## config.mk

```make
export PLATFORM = sky130hd
export DESIGN_NAME = sram_sleep_seq
export DESIGN_NICKNAME = d
export VERILOG_FILES = /design/src/rtl/sleep_seq_pkg.sv /design/src/rtl/sleep_sync.sv /design/src/rtl/sleep_fsm.sv /design/src/rtl/sleep_guard.sv /design/src/rtl/sram_sleep_seq.sv
export SDC_FILE = /design/constraint.sdc
export NUM_CORES = 1
export LEC_CHECK = 0
export ABC_AREA = 1
export BUFFER_PORTS_ARGS = -buffer_cell sky130_fd_sc_hd__buf_2
export CORE_MARGIN = 2
export CORE_UTILIZATION = 40
export CTS_CLUSTER_DIAMETER = 120
export DETAILED_ROUTE_END_ITERATION = 6
export GPL_TIMING_DRIVEN = 1
export PLACE_DENSITY_LB_ADDON = 0.15
export SETUP_SLACK_MARGIN = 0.5
export SYNTH_ARGS = -nofsm -noshare
export SYNTH_HDL_FRONTEND = slang
export SYNTH_SLANG_ARGS = --single-unit
```

## constraint.sdc

```tcl
create_clock -name clk -period 1.2 [get_ports clk]
set_input_delay 0.12 -clock clk [delete_from_list [all_inputs] [get_ports clk]]
set_output_delay 0.12 -clock clk [all_outputs]
set_load 0.02 [all_outputs]
```

## src/rtl/sleep_seq_pkg.sv

```systemverilog
`timescale 1ns/1ps
package sleep_seq_pkg;
   typedef enum logic [2:0] {
      ST_AWAKE   = 3'd0,
      ST_ENTER   = 3'd1,
      ST_SLEEP   = 3'd2,
      ST_EXIT    = 3'd3,
      ST_RECOVER = 3'd4
   } slp_state_t;

   function automatic int max3(input int a, input int b, input int c);
      int m;
      m = (a > b) ? a : b;
      return (m > c) ? m : c;
   endfunction
endpackage

```

## src/rtl/sleep_sync.sv

```systemverilog
`timescale 1ns/1ps
module sleep_sync #(
   parameter int STAGES = 2
) (
   input  logic clk,
   input  logic rst_n,
   input  logic d_i,
   output logic q_o
);
   logic [STAGES-1:0] chain_q;

   generate
      for (genvar g = 0; g < STAGES; g++) begin : g_stage
         if (g == 0) begin : g_first
            always_ff @(posedge clk or negedge rst_n) begin
               if (!rst_n) chain_q[g] <= 1'b0;
               else        chain_q[g] <= d_i;
            end
         end else begin : g_rest
            always_ff @(posedge clk or negedge rst_n) begin
               if (!rst_n) chain_q[g] <= 1'b0;
               else        chain_q[g] <= chain_q[g-1];
            end
         end
      end
   endgenerate

   assign q_o = chain_q[STAGES-1];
endmodule

```

## src/rtl/sleep_fsm.sv

```systemverilog
`timescale 1ns/1ps
module sleep_fsm
   import sleep_seq_pkg::*;
#(
   parameter int ENTER_CYC = 2,
   parameter int EXIT_CYC  = 2,
   parameter int REC_CYC   = 4
) (
   input  logic       clk,
   input  logic       rst_n,
   input  logic       req_s_i,
   output slp_state_t state_o,
   output logic       entry_evt_o
);
   localparam int MAXC  = max3(ENTER_CYC, EXIT_CYC, REC_CYC);
   localparam int CNT_W = (MAXC > 1) ? $clog2(MAXC) : 1;
   localparam logic [CNT_W-1:0] ENT_LD = CNT_W'(ENTER_CYC - 1);
   localparam logic [CNT_W-1:0] EXT_LD = CNT_W'(EXIT_CYC - 1);
   localparam logic [CNT_W-1:0] REC_LD = CNT_W'(REC_CYC - 1);

   slp_state_t       st_q, st_d;
   logic [CNT_W-1:0] cnt_q, cnt_d;
   logic             cnt_zero;

   assign cnt_zero = (cnt_q == '0);

   always_comb begin
      st_d  = st_q;
      cnt_d = cnt_q;
      unique case (st_q)
         ST_AWAKE: begin
            if (req_s_i) begin
               st_d  = ST_ENTER;
               cnt_d = ENT_LD;
            end
         end
         ST_ENTER: begin
            if (cnt_zero) st_d = ST_SLEEP;
            else          cnt_d = cnt_q - 1'b1;
         end
         ST_SLEEP: begin
            if (!req_s_i) begin
               st_d  = ST_EXIT;
               cnt_d = EXT_LD;
            end
         end
         ST_EXIT: begin
            if (cnt_zero) begin
               st_d  = ST_RECOVER;
               cnt_d = REC_LD;
            end else begin
               cnt_d = cnt_q - 1'b1;
            end
         end
         ST_RECOVER: begin
            if (cnt_zero) st_d = ST_AWAKE;
            else          cnt_d = cnt_q - 1'b1;
         end
         default: begin
            st_d  = ST_AWAKE;
            cnt_d = '0;
         end
      endcase
   end

   always_ff @(posedge clk or negedge rst_n) begin
      if (!rst_n) begin
         st_q  <= ST_AWAKE;
         cnt_q <= '0;
      end else begin
         st_q  <= st_d;
         cnt_q <= cnt_d;
      end
   end

   assign state_o     = st_q;
   assign entry_evt_o = (st_q == ST_AWAKE) && req_s_i;
endmodule

```

## src/rtl/sleep_guard.sv

```systemverilog
`timescale 1ns/1ps
module sleep_guard
   import sleep_seq_pkg::*;
#(
   parameter int NUM_CE = 3
) (
   input  logic              clk,
   input  logic              rst_n,
   input  slp_state_t        state_i,
   input  logic              entry_evt_i,
   input  logic [NUM_CE-1:0] ce_i,
   input  logic              adsp_i,
   input  logic              adsc_i,
   input  logic              pend_i,
   output logic [NUM_CE-1:0] ce_o,
   output logic              adsp_o,
   output logic              adsc_o,
   output logic              gate_open_o,
   output logic              drop_o,
   output logic [1:0]        err_o
);
   logic       open_w;
   logic       in_window;
   logic       any_active;
   logic       selected;
   logic       drop_q;
   logic [1:0] err_q;

   assign open_w     = (state_i == ST_AWAKE);
   assign in_window  = (state_i == ST_EXIT) || (state_i == ST_RECOVER);
   assign any_active = (|ce_i) | adsp_i | adsc_i;
   assign selected   = &ce_i;

   generate
      for (genvar g = 0; g < NUM_CE; g++) begin : g_ce_gate
         assign ce_o[g] = ce_i[g] & open_w;
      end
   endgenerate

   assign adsp_o = adsp_i & open_w;
   assign adsc_o = adsc_i & open_w;

   always_ff @(posedge clk or negedge rst_n) begin
      if (!rst_n) begin
         drop_q <= 1'b0;
         err_q  <= 2'b00;
      end else begin
         drop_q   <= entry_evt_i & pend_i;
         err_q[0] <= entry_evt_i & selected;
         err_q[1] <= in_window & any_active;
      end
   end

   assign gate_open_o = open_w;
   assign drop_o      = drop_q;
   assign err_o       = err_q;
endmodule

```

## src/rtl/sram_sleep_seq.sv

```systemverilog
`timescale 1ns/1ps
module sram_sleep_seq
   import sleep_seq_pkg::*;
#(
   parameter int NUM_CE      = 3,
   parameter int SYNC_STAGES = 2,
   parameter int ENTER_CYC   = 2,
   parameter int EXIT_CYC    = 2,
   parameter int REC_CYC     = 4
) (
   input  logic              clk,
   input  logic              rst_n,
   input  logic              sleep_req_i,
   input  logic [NUM_CE-1:0] ce_i,
   input  logic              adsp_i,
   input  logic              adsc_i,
   input  logic              pend_i,
   output logic [NUM_CE-1:0] ce_o,
   output logic              adsp_o,
   output logic              adsc_o,
   output logic              gate_open_o,
   output logic              asleep_o,
   output logic              drop_o,
   output logic [1:0]        err_o
);
   generate
      if (NUM_CE < 1) begin : g_bad_ce
         $error("NUM_CE must be at least 1");
      end
      if (SYNC_STAGES < 2) begin : g_bad_sync
         $error("SYNC_STAGES must be at least 2");
      end
      if (ENTER_CYC < 1 || EXIT_CYC < 1 || REC_CYC < 1) begin : g_bad_cyc
         $error("phase lengths must be at least 1");
      end
   endgenerate

   logic       req_s;
   logic       entry_evt;
   slp_state_t state;

   sleep_sync #(.STAGES(SYNC_STAGES)) u_sync (
      .clk   (clk),
      .rst_n (rst_n),
      .d_i   (sleep_req_i),
      .q_o   (req_s)
   );

   sleep_fsm #(
      .ENTER_CYC (ENTER_CYC),
      .EXIT_CYC  (EXIT_CYC),
      .REC_CYC   (REC_CYC)
   ) u_fsm (
      .clk         (clk),
      .rst_n       (rst_n),
      .req_s_i     (req_s),
      .state_o     (state),
      .entry_evt_o (entry_evt)
   );

   sleep_guard #(.NUM_CE(NUM_CE)) u_guard (
      .clk         (clk),
      .rst_n       (rst_n),
      .state_i     (state),
      .entry_evt_i (entry_evt),
      .ce_i        (ce_i),
      .adsp_i      (adsp_i),
      .adsc_i      (adsc_i),
      .pend_i      (pend_i),
      .ce_o        (ce_o),
      .adsp_o      (adsp_o),
      .adsc_o      (adsc_o),
      .gate_open_o (gate_open_o),
      .drop_o      (drop_o),
      .err_o       (err_o)
   );

   assign asleep_o = (state == ST_SLEEP);
endmodule

```

Word-level counts from Yosys, hierarchy flattened
Cells that the tools add are included.
{"block": "totals", "out_inout_bits": 10, "register_bits": 10, "wordCells": 47, "input_bits": 9}
{"block": "op_classes", "eq_ne": 10, "n_mux": 11, "add_sub_neg": 1, "reduce_logical": 9, "n_bitwise": 10}
{"operator": "two-way mux 3 bit", "n": 5}
{"operator": "case mux 3 bit (5 select lines)", "n": 1}
{"operator": "AND 1 bit", "n": 8}
{"operator": "two-way mux 2 bit", "n": 4}
{"operator": "case mux 2 bit (4 select lines)", "n": 1}
{"operator": "equality test 3 x 2 -> 1 bit, second input constant", "n": 2}
{"operator": "!= test 2 x 1 -> 1 bit, second input constant", "n": 3}
{"operator": "!= test 2 bit, second input constant", "n": 3}
{"operator": "AND reduction 3 bit", "n": 2}
{"operator": "AND reduction 5 bit", "n": 1}
{"operator": "equality test 3 x 1 -> 1 bit, second input constant", "n": 1}
{"operator": "equality test 3 bit, second input constant", "n": 1}
{"operator": "zero test 3 bit", "n": 1}
{"operator": "OR reduction 3 bit", "n": 1}
{"operator": "zero test 2 bit", "n": 1}
{"operator": "OR 1 bit", "n": 2}
{"operator": "OR reduction 2 bit", "n": 1}
{"operator": "subtractor 2 x 1 -> 2 bit, second input constant", "n": 1}
{"operator": "logical AND 1 bit", "n": 1}
{"operator": "logical OR 1 bit", "n": 1}

Depth between registers and ports, before layout
{"block": "depth", "word_depth": 4, "mapped_depth": 8, "mapped_depth_nobuf": 8}

Cells and area by module
From an unflattened synthesis, not the netlist that was laid out.
{"block": "hier_totals", "cells_unflattened": 78, "area_unflattened_um2": 568.0}
{"module": "sleep_fsm", "instances": 1, "cells_per_inst": 44, "seq_area_each_um2": 125.1, "area_each_um2": 322.8}
{"module": "sleep_guard", "instances": 1, "cells_per_inst": 29, "seq_area_each_um2": 75.1, "area_each_um2": 181.4}
{"module": "sleep_sync", "instances": 1, "cells_per_inst": 2, "seq_area_each_um2": 50.0, "area_each_um2": 50.0}
{"module": "sram_sleep_seq", "instances": 1, "cells_per_inst": 3, "seq_area_each_um2": 0.0, "area_each_um2": 13.8}

Least setup slack after synthesis
No wires, ideal clock.
{"block": "synth_path", "path_type": "register to output", "from": "reg u_fsm.st_q[0], in the netlist u_fsm.state_o[0]", "to": "out adsc_o", "arrival_ns": 0.991, "path_stages_with_launch": 4, "path_buffers": 0, "required_ns": 1.080, "path_slack_ns": 0.089, "cell_sequence": "dfrtp_1 -> nor2_4 -> nand2_4 -> nor2_1"}
{"block": "synth_between", "elab_chain_len": 2}
{"element": "from (decl)", "line_no": "sleep_fsm.sv:21", "source": "slp_state_t st_q, st_d;"}
{"element": "from (signal assigned)", "line_no": "sleep_fsm.sv:71", "source": "st_q <= st_d;"}
{"element": "zero test 3 bit", "line_no": "sleep_guard.sv:29", "source": "assign open_w = (state_i == ST_AWAKE);"}
{"element": "AND 1 bit", "line_no": "sleep_guard.sv:41", "source": "assign adsc_o = adsc_i & open_w;"}
{"element": "to (decl)", "line_no": "sram_sleep_seq.sv:20", "source": "output logic adsc_o,"}
Every way passes these cells.

Worst setup path after layout
{"block": "layout_path", "from": "reg u_fsm.st_q[2], in the netlist u_fsm.state_o[2]", "to": "out ce_o[0]"}
{"block": "layout_between", "elab_chain_len": 2}
{"element": "zero test 3 bit", "line_no": "sleep_guard.sv:29"}
{"element": "AND 1 bit", "line_no": "sleep_guard.sv:36", "source": "assign ce_o[g] = ce_i[g] & open_w;"}
{"element": "to (decl)", "line_no": "sram_sleep_seq.sv:18", "source": "output logic [NUM_CE-1:0] ce_o,"}
Every way passes these cells.

==> impl_metrics.toml <==
[routing]
first_pass_iters = 4
via_per_inst = 4.603
ant_nets = 0
drc = 0
first_iter_violations = 12
num_vias = 557
routed_wl_um = 1351
detail_route.wl_per_cell_um = 11.17

[sta]
hold_viol_final = 0
fmax_mhz = 744.5
worst_slew_pin_slew_ns = 0.2515
relSlewSlack_pct = 83.23
slew_violations = 0
finalSetupViolations = 12
rsz0062_at_grt = "yes"
finalSetupTns_ns = -1.161
setup_ws_ns = -0.1432
period_needed_ns = 1.343
fin_crit_sh_pct = 111.9
fin_worst_skew_ns = 0.006674

[clocking]
cts_tree = "built"
clock_sinks = 10
clk_pin_slew_ns = 0.07
cts_max_path_buffers = 2
htree_levels = 1
clock_latency_ns = 0.27
cts_buffers = 3
cts_root_buf = "clkbuf_4"

[synthesis]
synth_cells = 74
yosys-top-cells-area = "dfrtp_1 44%, nand2_1 11%, inv_1 9.8%"
syn_area_um2 = 571.8
synthDistinctLibCells = 15
synth_fp_nets = 84
yosys_register_bits = 10
syn_avg_cell_area_um2 = 7.727
yosys_warnings = 0
synth_top_area_share_pct = 43.76
synth-seq-area-share_pct = 43.76
synth_area_leader_cell = "dfrtp_1"

[global_route]
grt_usage_pct = 16.35
grt_pass1_wl_um = 2097
grt_start_max_net_pins = 11
gr-total-overflow = 0
antenna_found_initial = 0
grt_pass1_vias = 490

[finish]
final_cells = 121
syn_to_final_growth_pct = 62.14
postLayoutCoreUtil_pct = 70.37
drive_above_1_share_pct = 54.72
n_antenna_cell = 0
stdcell_area_um2 = 927.1
nets = 117

[setup_path]
critical-path-top-delay-family = "flip-flops"
crit_required_ns = 1.08
critPathMaxStageDelay_ns = 0.41
path_buf_inv = 1
cpMaxStageDelayCell = "dfrtp_1"
cp-end-kind = "primary output"
worstSetupStartpointType = "register"
critical_path_peak_fanout = 5
cp_data_arrival_time_ns = 1.22
path_cells = "nor2_4, nand2_4, nor2_2, buf_6"
crit_type = "register to primary output"

[floorplanning]
die_h_um = 41.81
core_area_um2 = 1318
fp-row-count = 13
die_w_um = 41.81
dieArea_um2 = 1748
initial_core_util_pct = 43.40
ioPinCount = 19

[pwr]
p_leak_nw = 0.5113
p_per_area_nw_per_um2 = 2857
peakVddDrop_mv = 1.420

[hold_path]
worstHoldPathType = "primary input to register"

[outcome]
outcome = "finished with violations"
violations = "negative setup slack"

[placement]
place.gp.congestion = 0.7646
hpwl_um = 868.6
placed_cells = 107
post_dp_cell_area_um2 = 696.9
io_buffers = 18

[run]
cap_violations = 0
final cells by class:
cell class / count / area, um^2
Fill cell: 110 / 390.4
Inverter: 17 / 63.81
Clock buffer: 4 / 36.28
Multi-Input combinational cell: 48 / 315.3
Sequential cell: 10 / 251.5
Tap cell: 15 / 18.77
Timing Repair Buffer: 27 / 241.5
placed cells by master, fill, tap and decap left out, types with 4 or more instances in the layout:
master	count
inv_1	12
nor2_2	6
nand2_1	14
o21ai_1	4
nand2_4	6
dfrtp_1	9
inv_2	5
buf_4	5
buf_6	11
buf_2	8
nand2_2	6
where the power goes:
group / internal (mW) / leakage [nW] / switching (mW) / total, mW
registers: 0.446 / 0.126 / 0.0971 / 0.543
logic: 0.817 / 0.364 / 0.978 / 1.79
clock network: 0.184 / 0.0210 / 0.127 / 0.311
total: 1.45 / 0.511 / 1.20 / 2.65
path summary, 6_finish.rpt:
check	slack [ns]	startpoint	endpoint	cells after the start
hold / removal	0.06	adsc_i	u_guard.err_o[1]	3
hold reg to reg	0.36	u_sync.chain_q[0]	u_sync.q_o	0
max in group asynchronous	0.77	rst_n	u_fsm.state_o[0]	2
setup / recovery	-0.14	u_fsm.state_o[2]	ce_o[0]	4
min in group asynchronous	0.23	rst_n	u_fsm.state_o[2]	2
setup reg to reg	-0.13	u_fsm.state_o[2]	u_fsm.cnt_q[0]	10
worst min-delay path, cell delays in order:
cell and delay, ns:
buf_2 0.08, o21ai_1 0.06, inv_1 0.04
what timing repair did:
item | in CTS | in global routing
pin swaps | 4 | 3
resized for setup | 30 | 4
endpoints found under the setup margin | 18 | 18
gates cloned | 1 | 0
hold buffers | 2 | 0
buffers inserted | 6 | 1
hold endpoints to repair | 11 | 0
layer usage:
layer,track usage (%),vias to the layer above,wire length [um]
met1,20.77,260,603
met5,0,-,0
met3,6.522,2,47
met4,5.806,0,8
met2,25.00,7,693
li1,-,288,-
cells in the mapped netlist:
| cell type | n |
|---|---|
| nand2_4 | 4 |
| dfrtp_1 | 10 |
| nand2_1 | 16 |
| nor2_1 | 7 |
| nand2_2 | 5 |
| inv_2 | 2 |
| ha_1 | 1 |
| nand3_1 | 3 |
| o21ai_2 | 1 |
| o21ai_1 | 1 |
| o21ai_0 | 5 |
| nand4_1 | 2 |
| nor3_1 | 1 |
| inv_1 | 15 |
| nor2_4 | 1 |
state kept, by name (all words and copies together) (netlist names):
register,count
u_fsm.state_o,3
u_guard.drop_o,1
u_guard.err_o,2
u_sync.q_o,1
u_sync.chain_q,1
u_fsm.cnt_q,2
logic make-up (layout without fill, tap and decap cells):
group                    count (synthesis)  in the layout  share of synthesized area (%)
adder cells (fa/ha/maj)                  1              1                          2.188
AND/OR/NAND/NOR                         39             40                          36.10
AO/OA/AOI/OAI                            7              7                          6.782
buffers and inverters                   17             48                          11.16
flip-flops                              10             10                          43.76
per-stage QoR:
step | setup WS (ns) | power (mW) | hold slack [ns]
3_5_place_dp | 0.02473 | 1.717 | -0.006956
5_1_grt | -0.2309 | 2.823 | 0.06556
2_1_floorplan | 0.1004 | 1.440 | -0.1756
3_3_place_gp | 0.04935 | 1.708 | -0.006893
6_report | -0.1432 | 2.649 | 0.06035
4_1_cts | -0.1328 | 2.588 | 0.05755
Note: power is estimated with default switching activity, not from simulation.
